File: src/rtl/pws_pkg.sv
package pws_pkg;
  typedef enum logic [1:0] {
    ST_IDLE = 2'd0,
    ST_LOAD = 2'd1,
    ST_WAIT = 2'd2
  } pws_state_e;
endpackage

File: src/rtl/pws_addr_gen.sv
module pws_addr_gen #(
  parameter int ADDR_W     = 22,
  parameter int PANEL_W    = 4,
  parameter int SLICE_W    = 10,
  parameter int PANEL_SPAN = 32'h2000,
  parameter int LOAD_BYTES = 8
) (
  input  logic [PANEL_W-1:0] panel_idx,
  input  logic [SLICE_W-1:0] slice_idx,
  output logic [ADDR_W-1:0]  addr
);
  localparam int  SPAN_SH  = $clog2(PANEL_SPAN);
  localparam int  LOAD_SH  = $clog2(LOAD_BYTES);
  localparam bit  SPAN_POW = ((PANEL_SPAN & (PANEL_SPAN - 1)) == 0);

  logic [ADDR_W-1:0] offs;
  assign offs = ADDR_W'(slice_idx) << LOAD_SH;

  generate
    if (SPAN_POW) begin : g_shift
      assign addr = (ADDR_W'(panel_idx) << SPAN_SH) + offs;
    end else begin : g_mult
      assign addr = ADDR_W'(panel_idx) * ADDR_W'(PANEL_SPAN) + offs;
    end
  endgenerate
endmodule

File: src/rtl/pws_wait_timer.sv
module pws_wait_timer #(
  parameter int WAIT_W = 16
) (
  input  logic              clk,
  input  logic              rst,
  input  logic              arm,
  input  logic              run,
  input  logic [WAIT_W-1:0] limit,
  input  logic              early,
  output logic              expired
);
  logic [WAIT_W-1:0] cnt;
  logic [WAIT_W:0]   cnt_inc;

  assign cnt_inc = {1'b0, cnt} + 1'b1;
  assign expired = run && ((cnt_inc >= {1'b0, limit}) || early);

  always_ff @(posedge clk) begin
    if (rst || arm)          cnt <= '0;
    else if (run && !expired) cnt <= cnt + 1'b1;
  end

  // the running count never passes the programmed limit
  a_r5_cnt_bound: assert property (@(posedge clk) disable iff (rst)
    run |-> (({1'b0, cnt} < {1'b0, limit}) || (cnt == '0)));
endmodule

File: src/rtl/panel_wr_seq.sv
module panel_wr_seq
  import pws_pkg::*;
#(
  parameter int ADDR_W     = 22,
  parameter int PANEL_W    = 4,
  parameter int SLICE_W    = 10,
  parameter int WAIT_W     = 16,
  parameter int PANEL_SPAN = 32'h2000,
  parameter int LOAD_BYTES = 8
) (
  input  logic               clk,
  input  logic               rst,
  input  logic               start,
  input  logic [PANEL_W-1:0] num_panels,
  input  logic [SLICE_W-1:0] num_slices,
  input  logic [WAIT_W-1:0]  wait_cycles,
  input  logic               prog_complete,
  output logic [ADDR_W-1:0]  addr,
  output logic               load_stb,
  output logic               prog_stb,
  output logic               busy,
  output logic               done
);
  pws_state_e st, st_n;

  logic [PANEL_W-1:0] pan, pan_n, npan_q;
  logic [SLICE_W-1:0] slc, slc_n, nslc_q;
  logic [WAIT_W-1:0]  wait_q;
  logic               ld_n, pg_n, dn_n, bz_n, arm, expired;
  logic [ADDR_W-1:0]  gen_addr;
  logic [PANEL_W:0]   pan_inc;
  logic [SLICE_W:0]   slc_inc;

  assign pan_inc = {1'b0, pan} + 1'b1;
  assign slc_inc = {1'b0, slc} + 1'b1;

  pws_addr_gen #(
    .ADDR_W(ADDR_W), .PANEL_W(PANEL_W), .SLICE_W(SLICE_W),
    .PANEL_SPAN(PANEL_SPAN), .LOAD_BYTES(LOAD_BYTES)
  ) u_addr (
    .panel_idx(pan_n),
    .slice_idx(slc_n),
    .addr     (gen_addr)
  );

  pws_wait_timer #(.WAIT_W(WAIT_W)) u_timer (
    .clk    (clk),
    .rst    (rst),
    .arm    (arm),
    .run    (st == ST_WAIT),
    .limit  (wait_q),
    .early  (prog_complete),
    .expired(expired)
  );

  always_comb begin
    st_n  = st;
    pan_n = pan;
    slc_n = slc;
    ld_n  = 1'b0;
    pg_n  = 1'b0;
    dn_n  = 1'b0;
    bz_n  = busy;
    arm   = 1'b0;
    unique case (st)
      ST_IDLE: begin
        if (start) begin
          if (num_panels == '0 || num_slices == '0) begin
            dn_n = 1'b1;
          end else begin
            st_n  = ST_LOAD;
            pan_n = '0;
            slc_n = '0;
            ld_n  = 1'b1;
            bz_n  = 1'b1;
          end
        end
      end
      ST_LOAD: begin
        if (pan_inc < {1'b0, npan_q}) begin
          pan_n = pan + 1'b1;
          ld_n  = 1'b1;
        end else begin
          pg_n = 1'b1;
          arm  = 1'b1;
          st_n = ST_WAIT;
        end
      end
      ST_WAIT: begin
        if (expired) begin
          if (slc_inc == {1'b0, nslc_q}) begin
            st_n = ST_IDLE;
            dn_n = 1'b1;
            bz_n = 1'b0;
          end else begin
            slc_n = slc + 1'b1;
            pan_n = '0;
            ld_n  = 1'b1;
            st_n  = ST_LOAD;
          end
        end
      end
      default: st_n = ST_IDLE;
    endcase
  end

  always_ff @(posedge clk) begin
    if (rst) begin
      st       <= ST_IDLE;
      pan      <= '0;
      slc      <= '0;
      npan_q   <= '0;
      nslc_q   <= '0;
      wait_q   <= '0;
      addr     <= '0;
      load_stb <= 1'b0;
      prog_stb <= 1'b0;
      busy     <= 1'b0;
      done     <= 1'b0;
    end else begin
      st       <= st_n;
      pan      <= pan_n;
      slc      <= slc_n;
      load_stb <= ld_n;
      prog_stb <= pg_n;
      busy     <= bz_n;
      done     <= dn_n;
      if (ld_n) addr <= gen_addr;
      if (st == ST_IDLE && start) begin
        npan_q <= num_panels;
        nslc_q <= num_slices;
        wait_q <= wait_cycles;
      end
    end
  end

  // strobes exclusive, programming pulse lasts one cycle
  a_r4_no_overlap: assert property (@(posedge clk) disable iff (rst)
    !(load_stb && prog_stb));
  a_r4_prog_single: assert property (@(posedge clk) disable iff (rst)
    prog_stb |=> !prog_stb);
  // back-to-back loads step by one panel span
  a_r3_panel_step: assert property (@(posedge clk) disable iff (rst)
    (load_stb && $past(load_stb)) |-> (addr == $past(addr) + ADDR_W'(PANEL_SPAN)));
  // done is a single pulse with busy low
  a_r8_done_pulse: assert property (@(posedge clk) disable iff (rst)
    done |=> !done);
  a_r8_done_idle: assert property (@(posedge clk) disable iff (rst)
    done |-> !busy);
  // a run opens with a load at address zero
  a_r2_first_load: assert property (@(posedge clk) disable iff (rst)
    $rose(busy) |-> (load_stb && addr == '0));
  // programming only inside a run
  a_r4_prog_busy: assert property (@(posedge clk) disable iff (rst)
    prog_stb |-> busy);
endmodule

File: config.mk
export PLATFORM = sky130hd
export DESIGN_NAME = panel_wr_seq
export DESIGN_NICKNAME = d
export VERILOG_FILES = /design/src/rtl/pws_pkg.sv /design/src/rtl/pws_addr_gen.sv /design/src/rtl/pws_wait_timer.sv /design/src/rtl/panel_wr_seq.sv
export SDC_FILE = /design/constraint.sdc
export NUM_CORES = 1
export LEC_CHECK = 0
export CAP_MARGIN = 20
export CORE_UTILIZATION = 50
export DETAILED_ROUTE_END_ITERATION = 8
export GPL_TIMING_DRIVEN = 0
export PLACE_DENSITY_LB_ADDON = 0.08
export SLEW_MARGIN = 15
export SYNTH_ARGS = -nofsm -noshare
export SYNTH_HDL_FRONTEND = slang
export SYNTH_SLANG_ARGS = --single-unit
File: constraint.sdc
create_clock -name clk -period 4 [get_ports clk]
set_input_delay 0.6 -clock clk [delete_from_list [all_inputs] [get_ports clk]]
set_output_delay 0.6 -clock clk [all_outputs]
set_load 0.005 [all_outputs]
==> impl_metrics.env, run 1 <==
export IMPL_unrepaired_setup_endpoints_after_global_routing="no"
export IMPL_postSynth_topFlopCell="sky130_fd_sc_hd__dfxtp_1"
export IMPL_place_gp_congestion=0.869
export IMPL_core_area_um2=8340
export IMPL_dpl_cell_count=711
export IMPL_top_signal_layer_used="met4"
export IMPL_crit_buf_inv=2
export IMPL_avgViaCountPerCell=5.45
export IMPL_tightestPinTransition_ns=0.684
export IMPL_drtAntennaViolNets=0
export IMPL_dr_total_vias=3996
export IMPL_floorplan_initialDensity_pct=52.2
export IMPL_layoutNonFillerInstCount=733
export IMPL_worstPathArrival_ns=3.98
export IMPL_clkSlewWorstSetupHoldPaths_ns=0.09
export IMPL_drt_pass1_iter_count=5
export IMPL_synth_cell_type_count=58
export IMPL_hold_ws_ns=0.458
export IMPL_total_overflow_reported_by_the_global_router=0
export IMPL_critical_path_class="reg -> reg"
export IMPL_cts_inserted_buffers=9
export IMPL_drt_met1_wl_um=5090
export IMPL_die_boundary_height_um=95.3
export IMPL_slowest_stage="sky130_fd_sc_hd__dfxtp_1"
export IMPL_drv_cap=0
export IMPL_io_pins=60
export IMPL_outcome="completed"
export IMPL_count_of_clock_tree_sinks=80
export IMPL_max_slew_margin_rel_pct=54.0
export IMPL_power_density_nw_per_um2=349
export IMPL_min_period_ns=3.76
export IMPL_met3_length_um=583
export IMPL_fill_cell_count=764
export IMPL_netlist_instances=548
export IMPL_grt_first_pass_wirelength_um=17400
export IMPL_post_route_period_util_pct=93.9
export IMPL_cp_start_kind="flip-flop"
export IMPL_die_area_um2=9090
export IMPL_htree_num_levels=3
export IMPL_critical_path_top_delay_family="simple AND/OR/NAND/NOR gates"
export IMPL_rows=33
export IMPL_final_setup_viol_count=0
export IMPL_async_s_r_ff_share_synth_pct=0
export IMPL_clk_root_buffer_cell="sky130_fd_sc_hd__clkbuf_8"
export IMPL_crit_fanout=10
export IMPL_yosys_warnings=0
export IMPL_cts_buffer_depth=2
export IMPL_detail_route_wl_per_cell_um=14.3
export IMPL_synth_edf_count=0
export IMPL_grtUsageTotal_pct=24.8
export IMPL_route_met2_wl_um=4680
export IMPL_largest_net_degree_at_the_start_of_global_routing=14
export IMPL_total_leakage_power_nw=2.07
export IMPL_detailed_place_area_um2=5020
export IMPL_power_ir_vdd_worst_v=0.000201
export IMPL_totalWireLength_um=10500
export IMPL_die_width_um=95.3
export IMPL_synthToLayoutAreaGrowth_pct=21.8
export IMPL_synth_ff_latch_count=80
export IMPL_drt_drc_violations_left=0
export IMPL_dp_wirelength_um=7830
export IMPL_worst_ep_required_time_ns=4.22
export IMPL_post_route_cell_area_um2=5300
export IMPL_final_net_count=679
export IMPL_worst_hold_path_type="reg -> reg"
export IMPL_first_global_vias=3838
export IMPL_total_power_mw=1.85
export IMPL_drive_above_1_share_pct=11.1
export IMPL_slowest_delay_ns=0.38
export IMPL_buffer_ports_inserted=51
export IMPL_cts_tree="yes"
export IMPL_max_clock_freq_mhz=266
export IMPL_mappedNetlistArea_um2=4350
export IMPL_synth_avg_cell_area_um2=7.95
export IMPL_path_cells="ha_1 > nand3_1 > nor3_4 > nand3_2 > nor2_1 > xor2_1 > ha_1 > a21o_1 > a211o_1 > a21oi_1 > nand4_1 > buf_4 > o31a_1 > buf_6 > and3_2 > a211oi_1 > a211oi_1"
export IMPL_fin_skew_ns=0.0115
export IMPL_hold_viol_final=0
export IMPL_timing_critical_path_to_type="flip-flop"
export IMPL_timing_final_max_slew_violations=0
export IMPL_synth_yosys_seq_area_share_pct=36.8
export IMPL_number_of_antenna_violations_at_the_first_check_in_global_routing=0
export IMPL_clock_latency_ns=0.36
export IMPL_first_iter_violations=161
export IMPL_number_of_antenna_repair_diodes=0
[power by group]
group / leakage [nW] / internal, mW / total, mW / switching, mW
sequential: 0.653 / 0.850 / 0.882 / 0.0326
clock: 0.0895 / 0.242 / 0.552 / 0.310
combinational: 1.33 / 0.192 / 0.417 / 0.225
[cell usage after synthesis, drive strengths merged (2+ instances only)]
| cell | count | share of area (%) |
|---|---|---|
| xnor2 | 17 | 3.4 |
| o211ai | 2 | 0.34 |
| or4 | 2 | 0.34 |
| ha | 22 | 6.3 |
| nor2b | 6 | 0.86 |
| a221oi | 2 | 0.40 |
| nor3b | 4 | 0.69 |
| a31oi | 6 | 0.86 |
| nor4 | 7 | 1.0 |
| inv | 25 | 2.2 |
| nor3 | 8 | 0.92 |
| nand2b | 10 | 1.4 |
| buf | 18 | 3.2 |
| nor2 | 45 | 3.9 |
| and3 | 10 | 1.8 |
| o21a | 2 | 0.34 |
| xor2 | 15 | 3.0 |
| nand2 | 89 | 7.7 |
| dfxtp | 80 | 37 |
| o21ai | 19 | 2.3 |
| and2 | 3 | 0.43 |
| a211oi | 8 | 1.7 |
| nand3 | 16 | 1.8 |
| or3 | 11 | 1.6 |
| o311ai | 2 | 0.40 |
| a311oi | 6 | 1.8 |
| nand3b | 5 | 0.86 |
| nand4 | 4 | 0.57 |
| clkbuf | 22 | 1.9 |
| a21o | 3 | 0.52 |
| a21oi | 62 | 7.1 |
[per-stage QoR]
step | util (%) | TNS (ns) | worst slack (ns)
after floorplan | - | 0 | 0.336
after global placement | 60.2 | -11.17 | -0.503
after detailed placement | 60.2 | -12.94 | -0.549
after CTS | 62.9 | 0 | 0.0355
after global routing | 63.6 | 0 | 0.000626
final | 63.6 | 0 | 0.244
[final timing paths]
kind | slack [ns] | depth (start not counted) | from | to
setup / recovery | 0.24 | 17 | u_timer.cnt[1] | addr[8]
hold / removal | 0.46 | 2 | wait_q[13] | wait_q[13]
setup reg to reg | 0.24 | 17 | u_timer.cnt[1] | addr[8]
hold reg to reg | 0.46 | 2 | wait_q[13] | wait_q[13]
[what timing repair did]
action,4_1_cts,5_1_grt
gates resized for setup,6,11
hold buffers,0,0
setup buffers,4,2
pin swaps,2,2
endpoints found under the setup margin,46,44
[layout by cell type (no fill, tap or decap), types with 6 or more instances in the layout]
cell,instances
sky130_fd_sc_hd__clkbuf_1,22
sky130_fd_sc_hd__o21ai_0,18
sky130_fd_sc_hd__nand3_1,14
sky130_fd_sc_hd__clkdlybuf4s50_1,51
sky130_fd_sc_hd__nand2_1,89
sky130_fd_sc_hd__dfxtp_1,78
sky130_fd_sc_hd__a21oi_1,62
sky130_fd_sc_hd__nand2b_1,9
sky130_fd_sc_hd__nor2_1,44
sky130_fd_sc_hd__or3_1,10
sky130_fd_sc_hd__buf_4,14
sky130_fd_sc_hd__clkbuf_8,10
sky130_fd_sc_hd__ha_1,22
sky130_fd_sc_hd__conb_1,8
sky130_fd_sc_hd__inv_1,25
sky130_fd_sc_hd__xor2_1,15
sky130_fd_sc_hd__xnor2_1,17
sky130_fd_sc_hd__nor2b_1,6
sky130_fd_sc_hd__nor4_1,7
sky130_fd_sc_hd__a31oi_1,6
[final cells by class]
| cell class | instances | area, um2 | share of cell area (%) |
|---|---|---|---|
| clock buffers | 11 | 141 | 2.67 |
| multi-input cells | 410 | 2520 | 47.5 |
| plain buffers | 40 | 224 | 4.22 |
| inverters | 25 | 93.8 | 1.77 |
| flip-flops and latches | 80 | 1600 | 30.3 |
| repair buffers | 57 | 556 | 10.5 |
| clock inverters | 5 | 31.3 | 0.590 |
| well taps | 105 | 131 | 2.48 |
[sequential cells by signal (all words and copies together) (netlist names), 2 cells and up]
register     cells
u_timer.cnt     16
wait_q          16
addr            14
nslc_q          10
slc             10
npan_q           4
pan              4
st               2
[cell families (layout without fill, tap and decap cells)]
group	Yosys count	count (layout)	share of synthesized area [%]
AOI/OAI and AO/OA	124	124	18.4
and+or+nand+nor	223	223	24.5
DFF	80	80	36.8
other	1	8	0.0861
xor gates and xnor gates	32	32	6.44
adders and majority gates	22	22	6.32
muxes	1	1	0.230
buffers and inverters	65	138	7.27
[routing by layer]
layer | vias up | track usage (%)
li1 | 2022 | -
met1 | 1854 | 33.5
met2 | 106 | 39.9
met3 | 14 | 3.43
met4 | 0 | 9.72
met5 | - | 0
[worst register-to-register path, cell delays in order (launching register included)]
cell                       delay (ns)
sky130_fd_sc_hd__dfxtp_1         0.38
sky130_fd_sc_hd__ha_1            0.21
sky130_fd_sc_hd__nand3_1         0.22
sky130_fd_sc_hd__nor3_4          0.26
sky130_fd_sc_hd__nand3_2         0.19
sky130_fd_sc_hd__nor2_1          0.17
sky130_fd_sc_hd__xor2_1          0.17
sky130_fd_sc_hd__ha_1            0.26
sky130_fd_sc_hd__a21o_1          0.18
sky130_fd_sc_hd__a211o_1         0.29
sky130_fd_sc_hd__a21oi_1         0.14
sky130_fd_sc_hd__nand4_1         0.11
sky130_fd_sc_hd__buf_4           0.19
sky130_fd_sc_hd__o31a_1          0.12
sky130_fd_sc_hd__buf_6           0.15
sky130_fd_sc_hd__and3_2          0.19
sky130_fd_sc_hd__a211oi_1        0.26
sky130_fd_sc_hd__a211oi_1        0.12
No activity file was read; power rests on OpenSTA's default activity.
==> inputs of run 2 (changes only) <==
- CORE_UTILIZATION: 50 -> 40
==> impl_metrics.env, run 2 (same netlist as run 1, synthesis figures left out) <==
export IMPL_outcome="completed"
export IMPL_slowest_stage="sky130_fd_sc_hd__or4_1"
export IMPL_number_of_antenna_violations_at_the_first_check_in_global_routing=0
export IMPL_max_clock_freq_mhz=266
export IMPL_crit_fanout=10
export IMPL_detailed_place_area_um2=5060
export IMPL_timing_critical_path_to="addr[7]"
export IMPL_most_common_library_cell_in_the_layout_ignoring_fill_and_taps="sky130_fd_sc_hd__nand2_1"
export IMPL_htree_num_levels=3
export IMPL_total_leakage_power_nw=2.07
export IMPL_first_global_vias=3776
export IMPL_detail_route_wl_per_cell_um=13.9
export IMPL_final_setup_viol_count=0
export IMPL_reg2reg_to="addr[7]"
export IMPL_power_combinational_fraction_pct=22.4
export IMPL_final_setup_tns_ns=0
export IMPL_crit_buf_inv=1
export IMPL_timing_reg2reg_worst_path_depth=15
export IMPL_power_ir_vdd_worst_v=0.000147
export IMPL_drv_cap=0
export IMPL_worst_ep_required_time_ns=4.28
export IMPL_drtAntennaViolNets=0
export IMPL_floorplan_initialDensity_pct=41.8
export IMPL_count_of_clock_tree_sinks=80
export IMPL_library_cell_appearing_most_often_on_the_critical_path="sky130_fd_sc_hd__nand3_1"
export IMPL_critical_path_top_delay_family="simple AND/OR/NAND/NOR gates"
export IMPL_pwr_share_seq_pct=46.8
export IMPL_die_area_um2=11300
export IMPL_total_overflow_reported_by_the_global_router=0
export IMPL_core_area_um2=10400
export IMPL_die_boundary_height_um=106
export IMPL_fin_skew_ns=0.0138
export IMPL_cp_start_kind="flip-flop"
export IMPL_first_iter_violations=164
export IMPL_grt_first_pass_wirelength_um=18200
export IMPL_critical_path_class="reg -> reg"
export IMPL_worst_hold_path_type="reg -> reg"
export IMPL_critPathLaunch="u_timer.cnt[2]"
export IMPL_hold_viol_final=0
export IMPL_final_net_count=678
export IMPL_regToRegSetupSlack_ns=0.24
export IMPL_top_regs="u_timer.cnt (16), wait_q (16), addr (14)"
export IMPL_mostFrequentLayoutCells="89 x sky130_fd_sc_hd__nand2_1, 78 x sky130_fd_sc_hd__dfxtp_1, 62 x sky130_fd_sc_hd__a21oi_1"
export IMPL_timing_critical_path_to_type="flip-flop"
export IMPL_fill_cell_count=1045
export IMPL_unrepaired_setup_endpoints_after_global_routing="no"
export IMPL_clk_root_buffer_cell="sky130_fd_sc_hd__clkbuf_8"
export IMPL_power_density_nw_per_um2=349
export IMPL_die_width_um=106
export IMPL_place_gp_congestion=0.849
export IMPL_clockPowerShare_pct=30.8
export IMPL_p_switching_mw=0.560
export IMPL_max_slew_margin_rel_pct=58.0
export IMPL_cts_hold_fix_buffers=0
export IMPL_min_period_ns=3.76
export IMPL_timing_rr_start="u_timer.cnt[2]"
export IMPL_slowest_delay_ns=0.56
export IMPL_rows=37
export IMPL_buffer_ports_inserted=51
export IMPL_cts_tree="yes"
export IMPL_critical_path_cell_count=15
export IMPL_io_pins=60
export IMPL_clkSlewWorstSetupHoldPaths_ns=0.08
export IMPL_post_route_cell_area_um2=5400
export IMPL_avgViaCountPerCell=5.16
export IMPL_cts_buffer_depth=2
export IMPL_post_route_period_util_pct=94.1
export IMPL_grtUsageTotal_pct=20.4
export IMPL_totalWireLength_um=10600
export IMPL_multiInputGateArea_um2=2560
export IMPL_layout_area_seq_um2=1610
export IMPL_number_of_antenna_repair_diodes=0
export IMPL_largest_net_degree_at_the_start_of_global_routing=14
export IMPL_tightestPinTransition_ns=0.625
export IMPL_drt_drc_violations_left=0
export IMPL_dp_wirelength_um=8000
export IMPL_cts_inserted_buffers=9
export IMPL_path_cells="nand3_2 > or2_2 > nor3_2 > and2_4 > nand3_1 > xnor2_1 > ha_1 > nand3_1 > nor3_4 > o311ai_2 > nand4_1 > buf_4 > o31ai_4 > or4_1 > a311oi_2"
export IMPL_dr_total_vias=3938
export IMPL_dpl_cell_count=742
export IMPL_drt_pass1_iter_count=4
export IMPL_synthToLayoutAreaGrowth_pct=24.1
export IMPL_drive_above_1_share_pct=12.0
export IMPL_timing_final_max_slew_violations=0
export IMPL_hold_ws_ns=0.458
export IMPL_clock_latency_ns=0.36
export IMPL_worstPathArrival_ns=4.04
export IMPL_power_switching_share_pct=29.7
export IMPL_layoutNonFillerInstCount=763
export IMPL_power_report_internal_total_mw=1.32
export IMPL_total_power_mw=1.88
## run 2: worst min-delay path by stage
stage | cells past startpoint | slack [ns] | start | end
2_1_floorplan | 2 | 0.43 | npan_q[0] | npan_q[0]
3_3_place_gp | 2 | 0.45 | wait_q[7] | wait_q[7]
3_5_place_dp | 2 | 0.45 | wait_q[12] | wait_q[12]
4_1_cts | 2 | 0.46 | wait_q[12] | wait_q[12]
5_1_grt | 2 | 0.48 | wait_q[12] | wait_q[12]
6_report | 2 | 0.46 | wait_q[12] | wait_q[12]
## run 2: cell type report
class	instances	area share, %
multi-input combinational	410	47.4
sequential	80	29.8
timing repair buffer	57	10.3
buffer	39	4.12
tap	136	3.15
clock buffer	13	3.13
inverter	25	1.74
clock inverter	3	0.440
## run 2: power groups by stage
stage | logic [mW] | clock network, mW | registers (mW)
2_1_floorplan | 0.249 | 0 | 0.896
3_3_place_gp | 0.399 | 0 | 0.900
3_5_place_dp | 0.404 | 0 | 0.901
4_1_cts | 0.418 | 0.603 | 0.883
5_1_grt | 0.472 | 0.638 | 0.889
6_report | 0.422 | 0.579 | 0.882
## run 2: metrics by stage
| step | setup slack (ns) | utilization, % |
|---|---|---|
| floorplan | 0.336 | - |
| global route | 0.0000280 | 51.9 |
| finish | 0.236 | 51.9 |
| CTS | 0.0147 | 51.1 |
| global placement | -0.600 | 48.6 |
| detailed placement | -0.633 | 48.6 |
## run 2: routing by layer
layer	vias up	wire length [um]	global-route usage (%)	share of wire (%)
li1	2018	-	-	-
met1	1819	5340	28.2	50
met2	84	4620	31.7	43
met3	17	524	3.99	4.9
met4	0	150	6.55	1.4
met5	-	0	0	0
## run 2: worst min-delay path, stage by stage, from the launching register on
cell and delay [ns]:
sky130_fd_sc_hd__dfxtp_1 0.32, sky130_fd_sc_hd__nand2_1 0.05, sky130_fd_sc_hd__a21oi_1 0.05
## run 2: what timing repair did
item / in CTS / in global routing
buffers inserted: 4 / 2
endpoints found under the hold margin: 0 / 0
setup endpoints to repair: 47 / 44
pin swaps: 4 / 5
gates resized for setup: 10 / 17
